===== src/rtl/bwd_pkg.sv =====
package bwd_pkg;
  localparam int ADDR_W    = 64;
  localparam int IO_GRAN   = 12;
  localparam int MEM_GRAN  = 20;
  localparam int NUM_WIN   = 3;
  localparam int IO_REG_W  = 8;
  localparam int IO_UP_W   = 16;
  localparam int MEM_REG_W = 16;
  localparam int PF_UP_W   = 32;

  localparam logic [3:0] IO_TYPE_32 = 4'h1;
  localparam logic [3:0] PF_TYPE_64 = 4'h1;

  localparam logic [ADDR_W-1:0] VGA_MEM_LO = 64'h000A_0000;
  localparam logic [ADDR_W-1:0] VGA_MEM_HI = 64'h000B_FFFF;
  localparam logic [15:0] VGA_IO_A_LO = 16'h03B0;
  localparam logic [15:0] VGA_IO_A_HI = 16'h03BB;
  localparam logic [15:0] VGA_IO_B_LO = 16'h03C0;
  localparam logic [15:0] VGA_IO_B_HI = 16'h03DF;

  typedef enum logic [1:0] {WIN_IO = 2'd0, WIN_MEM = 2'd1, WIN_PF = 2'd2} win_kind_e;

  typedef struct packed {
    logic [ADDR_W-1:0] base;
    logic [ADDR_W-1:0] limit;
    logic              active;
  } win_t;
endpackage


===== src/rtl/bwd_window_calc.sv =====
module bwd_window_calc
  import bwd_pkg::*;
#(
  parameter win_kind_e KIND = WIN_MEM
) (
  input  logic [MEM_REG_W-1:0] base_reg_i,
  input  logic [MEM_REG_W-1:0] limit_reg_i,
  input  logic [PF_UP_W-1:0]   base_up_i,
  input  logic [PF_UP_W-1:0]   limit_up_i,
  input  logic                 en_i,
  output win_t                 win_o
);
  logic [ADDR_W-1:0] base, limit;
  logic              unused_bits;

  if (KIND == WIN_IO) begin : g_io
    logic [IO_UP_W-1:0] b_up, l_up;
    assign b_up  = (base_reg_i[3:0]  == IO_TYPE_32) ? base_up_i[IO_UP_W-1:0]  : '0;
    assign l_up  = (limit_reg_i[3:0] == IO_TYPE_32) ? limit_up_i[IO_UP_W-1:0] : '0;
    assign base  = {32'h0, b_up, base_reg_i[7:4], {IO_GRAN{1'b0}}};
    assign limit = {32'h0, l_up, limit_reg_i[7:4], {IO_GRAN{1'b1}}};
    assign unused_bits = ^{base_reg_i[MEM_REG_W-1:IO_REG_W], limit_reg_i[MEM_REG_W-1:IO_REG_W],
                           base_up_i[PF_UP_W-1:IO_UP_W], limit_up_i[PF_UP_W-1:IO_UP_W]};
  end else if (KIND == WIN_MEM) begin : g_mem
    assign base  = {32'h0, base_reg_i[15:4], {MEM_GRAN{1'b0}}};
    assign limit = {32'h0, limit_reg_i[15:4], {MEM_GRAN{1'b1}}};
    assign unused_bits = ^{base_reg_i[3:0], limit_reg_i[3:0], base_up_i, limit_up_i};
  end else begin : g_pf
    logic [PF_UP_W-1:0] b_up, l_up;
    assign b_up  = (base_reg_i[3:0]  == PF_TYPE_64) ? base_up_i  : '0;
    assign l_up  = (limit_reg_i[3:0] == PF_TYPE_64) ? limit_up_i : '0;
    assign base  = {b_up, base_reg_i[15:4], {MEM_GRAN{1'b0}}};
    assign limit = {l_up, limit_reg_i[15:4], {MEM_GRAN{1'b1}}};
    assign unused_bits = 1'b0;
  end

  assign win_o.base   = base;
  assign win_o.limit  = limit;
  assign win_o.active = en_i && (limit >= base);
endmodule


===== src/rtl/bwd_range_hit.sv =====
module bwd_range_hit
  import bwd_pkg::*;
(
  input  logic [ADDR_W-1:0] addr_i,
  input  win_t              win_i,
  output logic              hit_o
);
  assign hit_o = win_i.active && (addr_i >= win_i.base) && (addr_i <= win_i.limit);
endmodule


===== src/rtl/bwd_vga_decode.sv =====
module bwd_vga_decode
  import bwd_pkg::*;
(
  input  logic [ADDR_W-1:0] addr_i,
  input  logic              is_io_i,
  input  logic              vga_en_i,
  input  logic              io_en_i,
  input  logic              mem_en_i,
  output logic              hit_o
);
  logic [15:0] io_lo;
  logic        mem_in, io_in;

  // only the low 16 bits take part in legacy I/O decode
  assign io_lo  = addr_i[15:0];
  assign mem_in = (addr_i >= VGA_MEM_LO) && (addr_i <= VGA_MEM_HI);
  assign io_in  = ((io_lo >= VGA_IO_A_LO) && (io_lo <= VGA_IO_A_HI)) ||
                  ((io_lo >= VGA_IO_B_LO) && (io_lo <= VGA_IO_B_HI));
  assign hit_o  = vga_en_i && (is_io_i ? (io_en_i && io_in) : (mem_en_i && mem_in));
endmodule


===== src/rtl/bridge_window_decoder.sv =====
module bridge_window_decoder
  import bwd_pkg::*;
(
  input  logic               clk_i,
  input  logic               rst_ni,
  input  logic               cmd_io_en_i,
  input  logic               cmd_mem_en_i,
  input  logic               vga_en_i,
  input  logic [IO_REG_W-1:0]  io_base_i,
  input  logic [IO_REG_W-1:0]  io_limit_i,
  input  logic [IO_UP_W-1:0]   io_base_up_i,
  input  logic [IO_UP_W-1:0]   io_limit_up_i,
  input  logic [MEM_REG_W-1:0] mem_base_i,
  input  logic [MEM_REG_W-1:0] mem_limit_i,
  input  logic [MEM_REG_W-1:0] pf_base_i,
  input  logic [MEM_REG_W-1:0] pf_limit_i,
  input  logic [PF_UP_W-1:0]   pf_base_up_i,
  input  logic [PF_UP_W-1:0]   pf_limit_up_i,
  input  logic               req_valid_i,
  input  logic               req_is_io_i,
  input  logic [ADDR_W-1:0]  req_addr_i,
  output logic               fwd_valid_o,
  output logic               fwd_hit_o,
  output logic [ADDR_W-1:0]  io_base_o,
  output logic [ADDR_W-1:0]  io_limit_o,
  output logic [ADDR_W-1:0]  mem_base_o,
  output logic [ADDR_W-1:0]  mem_limit_o,
  output logic [ADDR_W-1:0]  pf_base_o,
  output logic [ADDR_W-1:0]  pf_limit_o,
  output logic               io_active_o,
  output logic               mem_active_o,
  output logic               pf_active_o
);
  logic [MEM_REG_W-1:0] b_reg [NUM_WIN];
  logic [MEM_REG_W-1:0] l_reg [NUM_WIN];
  logic [PF_UP_W-1:0]   b_up  [NUM_WIN];
  logic [PF_UP_W-1:0]   l_up  [NUM_WIN];
  logic                 en    [NUM_WIN];
  win_t                 win   [NUM_WIN];
  logic [NUM_WIN-1:0]   win_hit;
  logic                 vga_hit, hit_d;
  logic                 valid_q, hit_q;

  assign b_reg[WIN_IO]  = {{(MEM_REG_W-IO_REG_W){1'b0}}, io_base_i};
  assign l_reg[WIN_IO]  = {{(MEM_REG_W-IO_REG_W){1'b0}}, io_limit_i};
  assign b_up[WIN_IO]   = {{(PF_UP_W-IO_UP_W){1'b0}}, io_base_up_i};
  assign l_up[WIN_IO]   = {{(PF_UP_W-IO_UP_W){1'b0}}, io_limit_up_i};
  assign en[WIN_IO]     = cmd_io_en_i;
  assign b_reg[WIN_MEM] = mem_base_i;
  assign l_reg[WIN_MEM] = mem_limit_i;
  assign b_up[WIN_MEM]  = '0;
  assign l_up[WIN_MEM]  = '0;
  assign en[WIN_MEM]    = cmd_mem_en_i;
  assign b_reg[WIN_PF]  = pf_base_i;
  assign l_reg[WIN_PF]  = pf_limit_i;
  assign b_up[WIN_PF]   = pf_base_up_i;
  assign l_up[WIN_PF]   = pf_limit_up_i;
  assign en[WIN_PF]     = cmd_mem_en_i;

  for (genvar k = 0; k < NUM_WIN; k++) begin : g_win
    bwd_window_calc #(.KIND(win_kind_e'(k))) u_calc (
      .base_reg_i (b_reg[k]),
      .limit_reg_i(l_reg[k]),
      .base_up_i  (b_up[k]),
      .limit_up_i (l_up[k]),
      .en_i       (en[k]),
      .win_o      (win[k])
    );
    bwd_range_hit u_hit (
      .addr_i(req_addr_i),
      .win_i (win[k]),
      .hit_o (win_hit[k])
    );
  end

  bwd_vga_decode u_vga (
    .addr_i  (req_addr_i),
    .is_io_i (req_is_io_i),
    .vga_en_i(vga_en_i),
    .io_en_i (cmd_io_en_i),
    .mem_en_i(cmd_mem_en_i),
    .hit_o   (vga_hit)
  );

  assign hit_d = vga_hit || (req_is_io_i ? win_hit[WIN_IO]
                                         : (win_hit[WIN_MEM] || win_hit[WIN_PF]));

  always_ff @(posedge clk_i or negedge rst_ni) begin
    if (!rst_ni) begin
      valid_q <= 1'b0;
      hit_q   <= 1'b0;
    end else begin
      valid_q <= req_valid_i;
      hit_q   <= req_valid_i && hit_d;
    end
  end

  assign fwd_valid_o  = valid_q;
  assign fwd_hit_o    = hit_q;
  assign io_base_o    = win[WIN_IO].base;
  assign io_limit_o   = win[WIN_IO].limit;
  assign mem_base_o   = win[WIN_MEM].base;
  assign mem_limit_o  = win[WIN_MEM].limit;
  assign pf_base_o    = win[WIN_PF].base;
  assign pf_limit_o   = win[WIN_PF].limit;
  assign io_active_o  = win[WIN_IO].active;
  assign mem_active_o = win[WIN_MEM].active;
  assign pf_active_o  = win[WIN_PF].active;
endmodule


===== config.mk =====
export PLATFORM = sky130hd
export DESIGN_NAME = bridge_window_decoder
export DESIGN_NICKNAME = d
export VERILOG_FILES = /design/src/rtl/bwd_pkg.sv /design/src/rtl/bwd_window_calc.sv /design/src/rtl/bwd_range_hit.sv /design/src/rtl/bwd_vga_decode.sv /design/src/rtl/bridge_window_decoder.sv
export SDC_FILE = /design/constraint.sdc
export NUM_CORES = 1
export LEC_CHECK = 0
export CAP_MARGIN = 30
export CORE_AREA = 2 2 247 249
export CTS_CLUSTER_SIZE = 10
export DETAILED_ROUTE_END_ITERATION = 16
export DIE_AREA = 0 0 249 251
export DONT_BUFFER_PORTS = 1
export GPL_TIMING_DRIVEN = 1
export PLACE_DENSITY_LB_ADDON = 0.3
export SYNTH_ARGS = -nofsm -noshare
export SYNTH_HDL_FRONTEND = slang
export SYNTH_SLANG_ARGS = --single-unit

===== constraint.sdc =====
create_clock -name clk_i -period 3.8 [get_ports clk_i]
set_input_delay 0.76 -clock clk_i [delete_from_list [all_inputs] [get_ports clk_i]]
set_output_delay 0.76 -clock clk_i [all_outputs]
set_load 0.02 [all_outputs]

==> impl_metrics.csv, run 1 <==
group,metric,value,unit
run_status,status,"complete, no violations",
synthesis,synthDistinctLibCells,42,
synthesis,synth_mux_area_share,0,%
clocking,hold_buffers,0,
synthesis,synthAdderAreaFrac,34.11,%
power,ir_drop,83.95,µV
global_routing,grt_overflow,0,
timing,setup_tns,0,ns
clocking,clock_path_buffers,2,
synthesis,synth-edff-count,0,
min_path,min_path_type,"in -> async",
clocking,clkTransAtPathRegs,0.03,ns
route,drc,0,
clocking,cts_root_buf,"clkbuf_16",
power,p_leak,5.536,nW
route,route.vias.total,7850,
die,die_y,251,µm
clocking,htree_levels,1,
worst_setup_path,required,3.04,ns
final_layout,syn_to_final_growth,17.86,%
route,ant_nets,0,
final_layout,nFillCells,6896,
synthesis,yosysTopAreaCell,"ha_1",
synthesis,synth-xor-area-share,0,%
die,core.rowCount,90,
synthesis,synth_most_common_cell,"buf_4",
final_layout,nets,1763,
worst_setup_path,endpoint_kind,"output port",
synthesis,yosysWarningCount,0,
final_layout,drive_above_1_share,18.15,%
timing,slew_violations,0,
synthesis,synth_area,0.008254,mm²
synthesis,synth_ff_type,"dfrtp_1",
place,hpwl,38170,µm
global_routing,grt_pass1_vias,7692,
clocking,cts_sinks,2,
die,core,0.05979,mm²
synthesis,netlist_instances,1165,
place,postPlaceCellArea,0.009274,mm²
timing,setup_viol,0,
synthesis,seq_area_frac_synth,0.6063,%
synthesis,ys_top_cells_by_count,"buf_4, ha_1, inv_1",
synthesis,syn_area_per_cell,7.085,µm²
synthesis,synth_area_leaders,"ha_1, buf_4, inv_1",
timing,post-route-period-util,97.33,%
timing,max_slew.worst_pin.slew,0.6977,ns
flow_run,drv_cap,0,
timing,fmax,270.4,MHz
route,first_pass_iters,4,
global_routing,antenna_found_initial,5,
clocking,cts_buffers,3,
timing,maxSlewHeadroom,53.37,%
die,ioPinCount,636,
worst_setup_path,path_class,"in -> out",
global_routing,grt_pass1_wl,55050,µm
route,avgViaCountPerCell,3.785,
synthesis,synthArstFlopShare,100.0,%
die,dieArea,0.06250,mm²
synthesis,synth-simple-area-share,17.25,%
timing,fin_crit,3.699,ns
synthesis,synth_top_family_by_area,"adder cells",
final_layout,design_area,0.009728,mm²
worst_setup_path,cp_max_fo,5,
timing,hold_viol_final,0,
power,powerDensity,105.1,mW/mm²
place,io_buffers,0,
place,routabilityCongestion,0.8685,
die,start_util,13.80,%
clocking,cts_tree,"built",
route,wire_per_inst,20.07,µm
worst_setup_path,worstPathArrival,2.94,ns
global_routing,grt_max_degree,21,
synthesis,synth-compound-area-share,14.29,%
worst_setup_path,start_kind,"input port",
synthesis,synth_top_area_share,34.11,%
synthesis,ys_ff_latch,2,
route,wl,41630,µm
die,die-width,249,µm
route,drt-initial-drc-count,220,
global_routing,gr-usage-all-layers,12.27,%
sequential cells by signal, summed over array words and instances, names as in the netlist:
register     count
fwd_valid_o      1
fwd_hit_o        1
kinds of logic (layout without fill, tap and decap cells):
kind of cell | after synthesis | count (layout)
other | 2 | 235
AO/OA/AOI/OAI | 188 | 188
adder cells (fa/ha/maj) | 225 | 225
AND/OR/NAND/NOR | 296 | 296
buffers and inverters | 452 | 346
flip-flops | 2 | 2
worst max-delay path, stage by stage:
cell       delay (ns)
nor4b_4          0.38
buf_4            0.21
clkbuf_16        0.15
buf_4            0.11
nand2_1          0.07
inv_1            0.12
ha_1             0.26
a21oi_1          0.15
nor2_1           0.08
a211oi_2         0.20
o21ai_1          0.11
a21oi_2          0.20
nand2_2          0.15
power by group:
part / leakage [nW] / switching, mW / internal [mW] / total, mW
sequential: 0.0256 / 0.00145 / 0.0222 / 0.0236
combinational: 5.47 / 0.551 / 0.287 / 0.838
clock: 0.0370 / 0.0267 / 0.134 / 0.161
total: 5.54 / 0.580 / 0.443 / 1.02
worst paths after layout:
check | from | endpoint | cells past startpoint | slack (ns)
setup / recovery | pf_limit_i[1] | pf_active_o | 13 | 0.10
hold / removal | rst_ni | fwd_valid_o | 0 | 0.24
max in group asynchronous | rst_ni | fwd_hit_o | 0 | 3.49
min in group clk_i | req_valid_i | fwd_valid_o | 0 | 0.57
placed cells by master (no fill, tap or decap), types with 4 or more instances in the layout:
cell type / count
a211oi_1: 5
a21o_1: 34
a21oi_1: 71
a221oi_1: 5
a221oi_2: 4
and4_1: 9
buf_4: 176
buf_6: 6
clkbuf_16: 4
conb_1: 232
ha_1: 220
ha_4: 5
inv_1: 145
inv_2: 11
nand2_1: 147
nand2_2: 6
nand2b_1: 4
nand3_1: 26
nand4_1: 33
nor2_1: 21
nor2b_1: 5
nor3_1: 5
nor4_1: 18
nor4b_4: 4
o2111ai_1: 4
o211ai_1: 5
o21ai_0: 25
o21ai_1: 6
what timing repair did:
| action | CTS | global route |
|---|---|---|
| resized for setup | 18 | 46 |
| pin swaps | 5 | 17 |
| setup buffers | 3 | 8 |
| gates cloned | 0 | 3 |
| setup endpoints to repair | 2 | 3 |
through the flow:
step                setup WS, ns  total power, mW  hold slack, ns  utilization (%)  instances
finish                    0.1013            1.023          0.2364            16.27       2074
global route           -0.004017            1.124          0.2309            16.27       2074
CTS                     0.004454            1.005          0.2321            15.80       2061
detailed placement       -0.2772           0.8205          0.4658            15.51       2055
global placement         -0.1795           0.8038          0.4657            15.51       2055
floorplan                0.01024           0.8636          0.4644                -       1395
layer usage:
layer / global-route usage [%] / wire length (µm) / up-vias
met5: 0 / 20 / -
met4: 2.338 / 1022 / 4
met3: 3.365 / 3236 / 32
met2: 25.75 / 23040 / 437
met1: 11.69 / 14310 / 3615
li1: - / - / 3762
final cells by class:
| cell class | count | area [µm²] | share of cell area (%) |
|---|---|---|---|
| inverters | 156 | 585.6 | 6.019 |
| diodes | 3 | 7.507 | 0.07717 |
| flip-flops and latches | 2 | 50.05 | 0.5145 |
| multi-input cells | 941 | 6550 | 67.33 |
| clock buffers | 3 | 75.07 | 0.7717 |
| repair buffers | 187 | 1481 | 15.23 |
| well taps | 782 | 978.4 | 10.06 |
Note: power is estimated with default switching activity, not from simulation.
==> inputs of run 2 (changes only) <==
Settings changed: SKIP_CTS_REPAIR_TIMING from default to 1.
Clock period 3.8 ns to 4.6 ns, I/O delays scaled along.
==> impl_metrics.csv, run 2 (synthesis results as in run 1) <==
group,metric,value,unit
run_status,status,"complete, no violations",
power,power_frac_seq,2.5,%
final_layout,design_area,0.008452,mm²
power,pwr-share-comb,80.6,%
global_routing,grt_max_degree,33,
worst_setup_path,crit_path_cell_trace,"nor4b_2 > buf_4 > nand2_1 > ha_1 > nand4_1 > a2111oi_1 > nor3_1 > buf_4 > o21ai_0 > a21oi_1 > nor2b_1 > buf_4",
final_layout,final_cell_mix,"conb_1, ha_1, inv_1, nand2_1, a21oi_1",
power,ir_drop,128.2,µV
power,powerDensity,91.26,mW/mm²
die,die_y,251,µm
place,io_buffers,0,
clocking,cts_root_buf,"clkbuf_16",
die,start_util,13.80,%
global_routing,gr-usage-all-layers,12.02,%
timing,worst_hold_slack,0.3996,ns
timing,maxSlewHeadroom,54.28,%
clocking,cts_tree,"built",
power,p_switching,0.4533,mW
final_layout,nets,1633,
final_layout,nFillCells,6946,
worst_setup_path,required,3.68,ns
die,core.rowCount,90,
worst_setup_path,endpoint_kind,"output port",
timing,fmax,229.2,MHz
route,avgViaCountPerCell,3.756,
worst_setup_path,cp_common_cell,"buf_4",
clocking,htree_levels,1,
clocking,clkTransAtPathRegs,0.03,ns
final_layout,mostFrequentLayoutCell,"conb_1",
worst_setup_path,worstPathArrival,3.44,ns
die,core,0.05979,mm²
min_path,min_path_type,"in -> async",
die,ioPinCount,636,
power,p_int,0.3180,mW
worst_setup_path,start_kind,"input port",
timing,rsz0062_at_grt,"no",
global_routing,grt_pass1_wl,53740,µm
timing,setup_viol,0,
route,wl,39390,µm
worst_setup_path,crit_start,"io_base_i[1]",
timing,post-route-period-util,94.83,%
timing,slew_violations,0,
die,die-width,249,µm
place,post-place-ws,0.1533,ns
power,power.share.clock,16.9,%
global_routing,antenna_found_initial,4,
global_routing,grt_overflow,0,
route,ant_nets,0,
timing,fin_crit,4.362,ns
route,drt-initial-drc-count,190,
worst_setup_path,slowest_stage,"ha_1",
timing,final.setup.worst_slack,0.2376,ns
route,drc,0,
place,postPlaceCellArea,0.008371,mm²
final_layout,drive_above_1_share,5.695,%
place,hpwl,36920,µm
route,first_pass_iters,4,
final_layout,syn_to_final_growth,2.395,%
power,p_leak,4.873,nW
timing,setup_tns,0,ns
global_routing,grt_pass1_vias,7340,
timing,hold_viol_final,0,
clocking,cts_buffers,3,
worst_setup_path,slowest_delay,0.35,ns
place,routabilityCongestion,0.8461,
final_layout,num_antenna_cells,0,
die,dieArea,0.06250,mm²
final_layout,register_area,50.05,µm²
worst_setup_path,cp_max_fo,16,
clocking,clock_path_buffers,2,
worst_setup_path,path_class,"in -> out",
flow_run,drv_cap,0,
final_layout,multi_input_area,0.006322,mm²
clocking,cts_sinks,2,
power,switching_share,58.77,%
route,wire_per_inst,20.29,µm
timing,max_slew.worst_pin.slew,0.6796,ns
route,route.vias.total,7291,
==> run 2: changes by cell type in the layout (fill, tap and decap cells not counted), moves of 5 or more <==
cell     change
o21ai_0      +8
ha_1         +5
buf_4      -120
inv_1       +11
inv_2       -11
nand2_1      +6
ha_4         -5
nand2_2      -6
buf_6        -6
o21ai_1      -5
==> run 2: critical path: cells and delay by family <==
family | cells | cell delay (ns)
AND/OR/NAND/NOR | 5 | 0.82
AO/OA/AOI/OAI | 3 | 0.73
buffers and inverters | 3 | 0.61
adder cells (fa/ha/maj) | 1 | 0.35
==> run 2: worst max-delay path by stage <==
stage                  endpoint  slack [ns]  cells after the start
CTS                 io_active_o        0.13                     12
finish              io_active_o        0.24                     12
global route        io_active_o        0.03                     12
floorplan           io_active_o        0.25                     11
global placement    pf_active_o        0.22                      9
detailed placement  io_active_o        0.15                     12
==> run 2: power by group through the flow <==
stage / clock (mW) / combinational, mW / sequential, mW
floorplan: 0 / 0.693 / 0.0195
global placement: 0 / 0.615 / 0.0198
detailed placement: 0 / 0.628 / 0.0197
CTS: 0.133 / 0.630 / 0.0196
global route: 0.135 / 0.708 / 0.0197
finish: 0.130 / 0.621 / 0.0196
==> run 2: area by class of cell <==
class	instances	area share (%)
Clock buffer	3	0.8882
Inverter	156	6.928
Multi-Input combinational cell	941	74.80
Sequential cell	2	0.5922
Tap cell	782	11.58
Timing Repair Buffer	57	5.211
==> run 2: per-stage QoR <==
step	instances	utilization [%]	power (mW)
2_1_floorplan	1395	-	0.7128
3_3_place_gp	1938	14.00	0.6345
3_5_place_dp	1938	14.00	0.6474
4_1_cts	1941	14.12	0.7835
5_1_grt	1941	14.13	0.8627
6_report	1941	14.13	0.7713
==> run 2: per-layer routing <==
layer	part of all wire, %	vias up	global-route usage [%]
met5	0	-	0
met4	2.1	0	2.216
met3	6.7	40	2.381
met2	56	451	25.08
met1	36	3308	12.14
li1	-	3492	-
